### config.mk
export PLATFORM = sky130hd
export DESIGN_NAME = srcm_engine
export DESIGN_NICKNAME = d
export VERILOG_FILES = /design/src/rtl/srcm_pkg.sv /design/src/rtl/srcm_table.sv /design/src/rtl/srcm_en_view.sv /design/src/rtl/srcm_scan.sv /design/src/rtl/srcm_engine.sv
export SDC_FILE = /design/constraint.sdc
export NUM_CORES = 2
export LEC_CHECK = 0
export BUFFER_PORTS_ARGS = -buffer_cell sky130_fd_sc_hd__buf_2
export CAP_MARGIN = 20
export CORE_ASPECT_RATIO = 0.5
export CORE_MARGIN = 4
export CORE_UTILIZATION = 60
export DETAILED_ROUTE_END_ITERATION = 8
export PLACE_DENSITY = 0.78
export SYNTH_ARGS = -nofsm -noshare
export SYNTH_HDL_FRONTEND = slang
export SYNTH_HIERARCHICAL = 1
export SYNTH_SLANG_ARGS = --single-unit
### constraint.sdc
create_clock -name clk -period 9.55 [get_ports clk]
set_clock_uncertainty 0.15 [all_clocks]
set_input_delay 1.4325 -clock clk [delete_from_list [all_inputs] [get_ports clk]]
set_output_delay 1.4325 -clock clk [all_outputs]
set_load 0.1 [all_outputs]
### src/rtl/srcm_pkg.sv
package srcm_pkg;
  parameter int unsigned SRCM_SHORT = 24;
  localparam int unsigned SRCM_EXT = SRCM_SHORT / 2;
  localparam int unsigned SRCM_IW  = $clog2(SRCM_SHORT);
  localparam int unsigned SRCM_DW  = 32;
  localparam logic [6:0]  SRCM_NONE = 7'h3F;

  typedef enum logic [1:0] {
    AM_NONE  = 2'b00,
    AM_RSVD  = 2'b01,
    AM_SHORT = 2'b10,
    AM_EXT   = 2'b11
  } addr_mode_e;

  // Copy every even bit onto its odd neighbour.
  function automatic logic [SRCM_SHORT-1:0] pair_dup(input logic [SRCM_SHORT-1:0] v);
    logic [SRCM_SHORT-1:0] r;
    r = '0;
    for (int n = 0; n < int'(SRCM_EXT); n++) begin
      r[2*n]   = v[2*n];
      r[2*n+1] = v[2*n];
    end
    return r;
  endfunction

  // Pack the lowest set position, type and pending flag.
  function automatic logic [6:0] pack_index(input logic [SRCM_SHORT-1:0] m,
                                            input logic is_ext, input logic ap);
    logic [6:0] r;
    int pos;
    r = SRCM_NONE;
    for (int n = int'(SRCM_SHORT) - 1; n >= 0; n--) begin
      if (m[n]) begin
        pos = is_ext ? n / 2 : n;
        r = {ap, is_ext, 5'(pos)};
      end
    end
    return r;
  endfunction
endpackage

### src/rtl/srcm_table.sv
module srcm_table
  import srcm_pkg::*;
#(
  parameter int unsigned WORDS = SRCM_SHORT,
  parameter int unsigned DW    = SRCM_DW,
  localparam int unsigned AW   = $clog2(WORDS)
) (
  input  logic          clk,
  input  logic          rst_n,
  input  logic          host_req,
  input  logic          host_we,
  input  logic [AW-1:0] host_addr,
  input  logic [DW-1:0] host_wdata,
  output logic          host_gnt,
  output logic          host_rvalid,
  output logic [DW-1:0] host_rdata,
  input  logic          scan_active,
  input  logic [AW-1:0] scan_wa,
  input  logic [AW-1:0] scan_wb,
  output logic [DW-1:0] scan_da,
  output logic [DW-1:0] scan_db
);
  logic [DW-1:0] mem [WORDS];
  logic collide;
  logic addr_ok;

  assign addr_ok  = int'(host_addr) < int'(WORDS);
  assign collide  = scan_active && host_req &&
                    ((host_addr == scan_wa) || (host_addr == scan_wb));
  assign host_gnt = host_req && !collide;

  assign scan_da = (int'(scan_wa) < int'(WORDS)) ? mem[scan_wa] : '0;
  assign scan_db = (int'(scan_wb) < int'(WORDS)) ? mem[scan_wb] : '0;

  always_ff @(posedge clk or negedge rst_n) begin
    if (!rst_n) begin
      for (int i = 0; i < int'(WORDS); i++) mem[i] <= '0;
      host_rvalid <= 1'b0;
      host_rdata  <= '0;
    end else begin
      host_rvalid <= host_gnt && !host_we;
      if (host_gnt && host_we && addr_ok) mem[host_addr] <= host_wdata;
      if (host_gnt && !host_we) host_rdata <= addr_ok ? mem[host_addr] : '0;
    end
  end

  // read data follows a granted read by one cycle
  assert_rvalid_after_grant_R1: assert property (@(posedge clk) disable iff (!rst_n)
    (host_gnt && !host_we) |=> host_rvalid);
  // a write that is held off leaves the scanned word untouched
  assert_blocked_write_R10: assert property (@(posedge clk) disable iff (!rst_n)
    (scan_active && host_req && host_we && host_addr == scan_wa) |=>
      (mem[$past(scan_wa)] == $past(scan_da)));
endmodule

### src/rtl/srcm_en_view.sv
module srcm_en_view
  import srcm_pkg::*;
#(
  parameter int unsigned N = SRCM_SHORT
) (
  input  logic [N-1:0] ext_en,
  output logic [N-1:0] ext_en_view
);
  for (genvar g = 0; g < int'(N / 2); g++) begin : g_pair
    assign ext_en_view[2*g]   = ext_en[2*g];
    assign ext_en_view[2*g+1] = ext_en[2*g];
  end
endmodule

### src/rtl/srcm_scan.sv
module srcm_scan
  import srcm_pkg::*;
#(
  parameter int unsigned N  = SRCM_SHORT,
  parameter int unsigned DW = SRCM_DW,
  localparam int unsigned NE = N / 2,
  localparam int unsigned IW = $clog2(N)
) (
  input  logic          clk,
  input  logic          rst_n,
  input  logic          start,
  input  logic          frame_ok,
  input  logic          match_en,
  input  logic          autopend_en,
  input  logic [1:0]    addr_mode,
  input  logic [15:0]   rx_pan,
  input  logic [15:0]   rx_short,
  input  logic [63:0]   rx_ext,
  input  logic [N-1:0]  short_en,
  input  logic [N-1:0]  ext_en,
  output logic          scan_active,
  output logic [IW-1:0] scan_wa,
  output logic [IW-1:0] scan_wb,
  input  logic [DW-1:0] scan_da,
  input  logic [DW-1:0] scan_db,
  output logic          busy,
  output logic [N-1:0]  res_mask,
  output logic [6:0]    res_index,
  output logic          match_found,
  output logic          match_done
);
  typedef enum logic [1:0] {ST_IDLE, ST_RUN, ST_PUB, ST_DONE} st_e;

  st_e           state;
  addr_mode_e    mode_q;
  logic [15:0]   pan_q, sh_q;
  logic [63:0]   ext_q;
  logic          ap_q;
  logic [IW-1:0] idx_q;
  logic [N-1:0]  alive_q, raw_q;

  logic          is_ext, run_now, pub_now, accept;
  logic [N-1:0]  sel_now, hit_vec, keep, fin_mask;
  logic [IW-1:0] bitpos, last_idx;
  logic          entry_eq, entry_live, scan_hit;

  assign accept  = (state == ST_IDLE) && start && match_en && frame_ok;
  assign run_now = (state == ST_RUN);
  assign pub_now = (state == ST_PUB);

  always_comb begin
    is_ext     = (mode_q == AM_EXT);
    sel_now    = is_ext ? ext_en : short_en;
    bitpos     = is_ext ? {idx_q[IW-2:0], 1'b0} : idx_q;
    hit_vec    = is_ext ? (N'(3) << bitpos) : (N'(1) << bitpos);
    entry_eq   = is_ext ? ({scan_db, scan_da} == ext_q) : (scan_da == {sh_q, pan_q});
    entry_live = alive_q[bitpos] && sel_now[bitpos];
    scan_hit   = run_now && entry_live && entry_eq;
    last_idx   = is_ext ? IW'(NE - 1) : IW'(N - 1);
    keep       = is_ext ? pair_dup(alive_q & sel_now) : (alive_q & sel_now);
    fin_mask   = raw_q & keep;
  end

  assign scan_active = run_now;
  assign scan_wa     = is_ext ? bitpos : idx_q;
  assign scan_wb     = is_ext ? bitpos + IW'(1) : idx_q;
  assign busy        = (state != ST_IDLE);

  always_ff @(posedge clk or negedge rst_n) begin
    if (!rst_n) begin
      state       <= ST_IDLE;
      mode_q      <= AM_NONE;
      pan_q       <= '0;
      sh_q        <= '0;
      ext_q       <= '0;
      ap_q        <= 1'b0;
      idx_q       <= '0;
      alive_q     <= '0;
      raw_q       <= '0;
      res_mask    <= '0;
      res_index   <= SRCM_NONE;
      match_found <= 1'b0;
      match_done  <= 1'b0;
    end else begin
      match_found <= 1'b0;
      match_done  <= 1'b0;
      unique case (state)
        ST_IDLE: if (accept) begin
          mode_q  <= addr_mode_e'(addr_mode);
          pan_q   <= rx_pan;
          sh_q    <= rx_short;
          ext_q   <= rx_ext;
          ap_q    <= autopend_en;
          idx_q   <= '0;
          raw_q   <= '0;
          alive_q <= (addr_mode == AM_EXT) ? ext_en : short_en;
          state   <= (addr_mode == AM_SHORT || addr_mode == AM_EXT) ? ST_RUN : ST_PUB;
        end
        ST_RUN: begin
          if (scan_hit) raw_q <= raw_q | hit_vec;
          alive_q <= alive_q & sel_now;
          idx_q   <= idx_q + IW'(1);
          if (idx_q == last_idx) state <= ST_PUB;
        end
        ST_PUB: begin
          res_mask    <= fin_mask;
          res_index   <= pack_index(fin_mask, is_ext, ap_q && (|fin_mask));
          match_found <= |fin_mask;
          state       <= ST_DONE;
        end
        default: begin
          match_done <= 1'b1;
          state      <= ST_IDLE;
        end
      endcase
    end
  end

  // done follows found one cycle later, both single-cycle
  assert_found_then_done_R8: assert property (@(posedge clk) disable iff (!rst_n)
    match_found |=> match_done);
  assert_done_single_R8: assert property (@(posedge clk) disable iff (!rst_n)
    match_done |=> !match_done);
  // index is the no-match code exactly when the mask is empty
  assert_index_none_R5: assert property (@(posedge clk) disable iff (!rst_n)
    match_done |-> ((res_mask == '0) == (res_index == SRCM_NONE)));
  // pending flag never set without a match
  assert_pend_needs_match_R6: assert property (@(posedge clk) disable iff (!rst_n)
    (res_mask == '0) |-> !res_index[6]);
  // extended results always set whole pairs
  assert_ext_pairs_R4: assert property (@(posedge clk) disable iff (!rst_n)
    (match_done && res_index[5] && res_index != SRCM_NONE) |-> (res_mask == pair_dup(res_mask)));
  // results change only when publishing
  assert_results_hold_R7: assert property (@(posedge clk) disable iff (!rst_n)
    !pub_now |=> ($stable(res_mask) && $stable(res_index)));
  assert_gated_start_R7: assert property (@(posedge clk) disable iff (!rst_n)
    (!busy && start && !(match_en && frame_ok)) |=> !busy);
  // a bit disabled in the publish cycle cannot appear in the mask
  assert_live_only_R9: assert property (@(posedge clk) disable iff (!rst_n)
    (pub_now && !is_ext) |=> ((res_mask & ~$past(short_en)) == '0));
endmodule

### src/rtl/srcm_engine.sv
module srcm_engine
  import srcm_pkg::*;
(
  input  logic        clk,
  input  logic        rst_n,
  input  logic        host_req,
  input  logic        host_we,
  input  logic [4:0]  host_addr,
  input  logic [31:0] host_wdata,
  output logic        host_gnt,
  output logic        host_rvalid,
  output logic [31:0] host_rdata,
  input  logic [23:0] short_en,
  input  logic [23:0] ext_en,
  output logic [23:0] ext_en_view,
  input  logic        match_en,
  input  logic        autopend_en,
  input  logic        start,
  input  logic        frame_ok,
  input  logic [1:0]  addr_mode,
  input  logic [15:0] rx_pan,
  input  logic [15:0] rx_short,
  input  logic [63:0] rx_ext,
  output logic        busy,
  output logic [23:0] res_mask,
  output logic [6:0]  res_index,
  output logic        match_found,
  output logic        match_done
);
  localparam int unsigned AW = $clog2(SRCM_SHORT);

  logic          scan_active;
  logic [AW-1:0] scan_wa, scan_wb;
  logic [31:0]   scan_da, scan_db;

  srcm_table #(.WORDS(SRCM_SHORT), .DW(SRCM_DW)) table_i (
    .clk(clk), .rst_n(rst_n),
    .host_req(host_req), .host_we(host_we), .host_addr(host_addr),
    .host_wdata(host_wdata), .host_gnt(host_gnt),
    .host_rvalid(host_rvalid), .host_rdata(host_rdata),
    .scan_active(scan_active), .scan_wa(scan_wa), .scan_wb(scan_wb),
    .scan_da(scan_da), .scan_db(scan_db)
  );

  srcm_en_view #(.N(SRCM_SHORT)) view_i (
    .ext_en(ext_en), .ext_en_view(ext_en_view)
  );

  srcm_scan #(.N(SRCM_SHORT), .DW(SRCM_DW)) scan_i (
    .clk(clk), .rst_n(rst_n),
    .start(start), .frame_ok(frame_ok), .match_en(match_en),
    .autopend_en(autopend_en), .addr_mode(addr_mode),
    .rx_pan(rx_pan), .rx_short(rx_short), .rx_ext(rx_ext),
    .short_en(short_en), .ext_en(ext_en),
    .scan_active(scan_active), .scan_wa(scan_wa), .scan_wb(scan_wb),
    .scan_da(scan_da), .scan_db(scan_db),
    .busy(busy), .res_mask(res_mask), .res_index(res_index),
    .match_found(match_found), .match_done(match_done)
  );

  // view always carries whole pairs
  assert_view_pairs_R2: assert property (@(posedge clk) disable iff (!rst_n)
    ext_en_view[1] == ext_en_view[0]);
endmodule

==> metrics.yaml <==
status: "finished, final reports clean"
start_kind: "flip-flop"
wl_um: 198800
cp-endpoint: "scan_i/raw_q[4]"
clk_latency_ps: 720
grt_pass1_vias: 43277
p_leak_nw: 28.21
hold_viol_final: 0
syn_avg_cell_area_um2: 13.45
crit_family: "simple AND/OR/NAND/NOR gates"
numCtsBuffers: 92
dp.cells: 5675
critPathSlowestCell: "dfrtp_1"
worstPathMaxFanout: 60
cts_tree: "done"
fillers: 6925
fin_nets: 4643
setup_tns_ps: 0
cts_root_buf: "clkbuf_16"
synth_cell_types: 79
hp-class: "flip-flop to flip-flop"
design_power_total_w: 0.01850
synth_seq_area_share: 0.4190
cts_sinks: 988
worstMarginPinSlew_ps: 1256
rsz0062_at_grt: "no"
fin_crit_ps: 6788
cp_slowest_stage_delay_ps: 940
core_area_um2: 97600
die_area_um2: 103800
max_cap_violations: 0
vias_per_cell: 7.371
fin_crit_sh: 0.7108
grt_max_degree: 162
dr.pass1.iters: 8
powerDensity_nw_per_um2: 287.9
drt-initial-drc-count: 5907
num_vias: 43167
track_usage: 0.3813
synth-edff-count: 0
syn_inst: 4389
routedWlPerCell_um: 33.95
clockBufferDepth: 3
place.gp.congestion: 0.9819
layout-drive-gt1-share: 0.3888
post-cts-setup-buffer-count: 0
grt-ovfl-total: 0
worstSetupEndpointType: "flip-flop"
cp.required_ps: 10010
hpwl_um: 126500
numPortBuffers: 282
pin_count: 283
r2r_end: "scan_i/raw_q[4]"
hold_buffers: 0
netlist_area_um2: 59020
finalNonFillerCells: 5856
cp.arrival_ps: 7250
fmax_mhz: 147.3
start_util: 0.6047
antenna_found_initial: 7
yosysMostFrequentCell: "dfrtp_1"
die_h_um: 229.8
async_flop_share: 1.000
design_area_um2: 64270
yosys_warnings: 6
drc: 0
cp_num_buf_inv: 1
yosys.area.top_type: "dfrtp_1"
maxSlewViolCount: 0
ys_seq_elements: 988
critPathKind: "flip-flop to flip-flop"
finalSetupViolations: 0
yosys-top-cells-count: "dfrtp_1 (982), mux2_2 (703), mux2i_1 (458)"
yosys.area.top_type_share: 0.4164
whs_ps: 329.8
synth-main-ff-cell: "dfrtp_1"
placementRows: 81
syn_to_final_growth_pct: 8.895
relSlewSlack: 0.1538
place_area_um2: 60950
cts_resized: 0
reg2reg_slack_ps: 2760
grt_pass1_wl_um: 292400
crit_path_cell_trace: "nand2_1, nand2_4, buf_4, mux4_2, mux2_2, nand2_1, o221ai_1, xnor2_1, o221ai_1, a2111oi_0, nand4_1, o221ai_2, nand2_2, o31ai_1"
r2r_start: "scan_i/idx_q[1]"
peakVddDrop_mv: 0.2718
ant_nets: 0
startpoint: "scan_i/idx_q[1]"
path_clk_slew_ps: 70
syn_nets: 4585
r2r_cells: 14
ys_top_cells_by_area: "dfrtp_1 (42%), mux4_2 (16%), mux2_2 (13%)"
crit_cells: 14
die_w_um: 451.5
htreeDepth: 3
[kinds of logic after synthesis]
group                    count (synthesis)  synth area share
XOR/XNOR                                90           0.01336
flip-flops                             988            0.4190
multiplexers                          1804            0.4163
AO/OA/AOI/OAI                          557           0.06362
AND/OR/NAND/NOR                        453           0.04376
adder cells (fa/ha/maj)                  5          0.001060
buffers and inverters                  492           0.04282
[final cells by class]
class	count	area [µm²]	share of cell area
diodes	4	10.01	0.0001557
well taps	1328	1662	0.02585
flip-flops and latches	988	24730	0.3848
multi-input cells	2909	31940	0.4969
clock inverters	48	629.4	0.009792
repair buffers	406	2515	0.03913
clock buffers	123	2591	0.04032
inverters	50	192.7	0.002998
[where the power goes]
| group | internal [W] | switching (W) | total [W] | leakage [nW] |
|---|---|---|---|---|
| Sequential | 0.00501 | 0.000895 | 0.00591 | 13.0 |
| Clock | 0.00227 | 0.00173 | 0.00400 | 1.56 |
| Combinational | 0.00358 | 0.00501 | 0.00859 | 13.6 |
[state kept, by name, summed over array words and instances, names as in the netlist, 7 cells and up]
signal / flops
scan_i/alive_q: 24
scan_i/ext_q: 64
scan_i/pan_q: 16
scan_i/raw_q: 24
scan_i/res_index: 7
scan_i/res_mask: 24
scan_i/sh_q: 16
table_i/host_rdata: 32
table_i/mem: 768
[routing by layer]
metal  GRT usage  part of all wire
met2      0.5502              0.43
met4      0.2034             0.067
met1      0.5093              0.36
met5           0          0.000065
met3      0.1357              0.14
[worst min path at each step]
stage / startpoint / to / slack (ps) / depth (start not counted)
after floorplan: scan_i/raw_q[6] / scan_i/raw_q[6] / 300 / 2
after global placement: scan_i/res_mask[6] / scan_i/res_mask[6] / 310 / 2
after detailed placement: scan_i/res_mask[6] / scan_i/res_mask[6] / 320 / 2
after CTS: scan_i/res_index[2] / scan_i/res_index[2] / 330 / 1
after global routing: scan_i/alive_q[15] / scan_i/alive_q[15] / 350 / 2
final: scan_i/res_mask[0] / scan_i/res_mask[0] / 330 / 2
[worst reg2reg max path: cells and delay by family (launching register included)]
| family | cells | cell delay [ps] |
|---|---|---|
| AND/OR/NAND/NOR | 5 | 1730 |
| AO/OA/AOI/OAI | 5 | 1710 |
| flip-flops | 1 | 940 |
| buffers and inverters | 1 | 880 |
| multiplexers | 2 | 710 |
| XOR/XNOR | 1 | 580 |
[cell usage in the layout, fill, tap and decap left out, types with 8 or more instances in the layout]
cell	instances
xnor2_1	73
o22a_1	32
nor4_1	40
mux2i_1	458
a21boi_0	10
and3_1	13
o21ai_1	16
nand4_1	44
a21oi_1	56
mux2_2	703
clkbuf_8	13
a22oi_1	27
nor2_1	40
o21ai_0	111
clkbuf_1	16
o211ai_1	8
buf_4	110
dfrtp_1	982
nand2b_1	10
nor2b_1	10
nand3_1	35
nor4_4	10
clkinvlp_4	9
o22ai_1	147
nand2_1	192
a211oi_1	12
nor4b_4	12
xor2_1	17
a22o_1	40
clkbuf_16	94
mux4_2	429
o221ai_1	35
clkinv_2	17
buf_2	280
inv_1	48
bufinv_16	13
mux2_1	214
buf_12	10
[through the flow]
step                      worst slack, ps  utilization
after floorplan                      4429            -
after global placement               3290       0.6244
after detailed placement             3155       0.6245
after CTS                            2887       0.6575
after global routing                 2590       0.6585
final                                2762       0.6585
No activity file was read; power rests on OpenSTA's default activity.
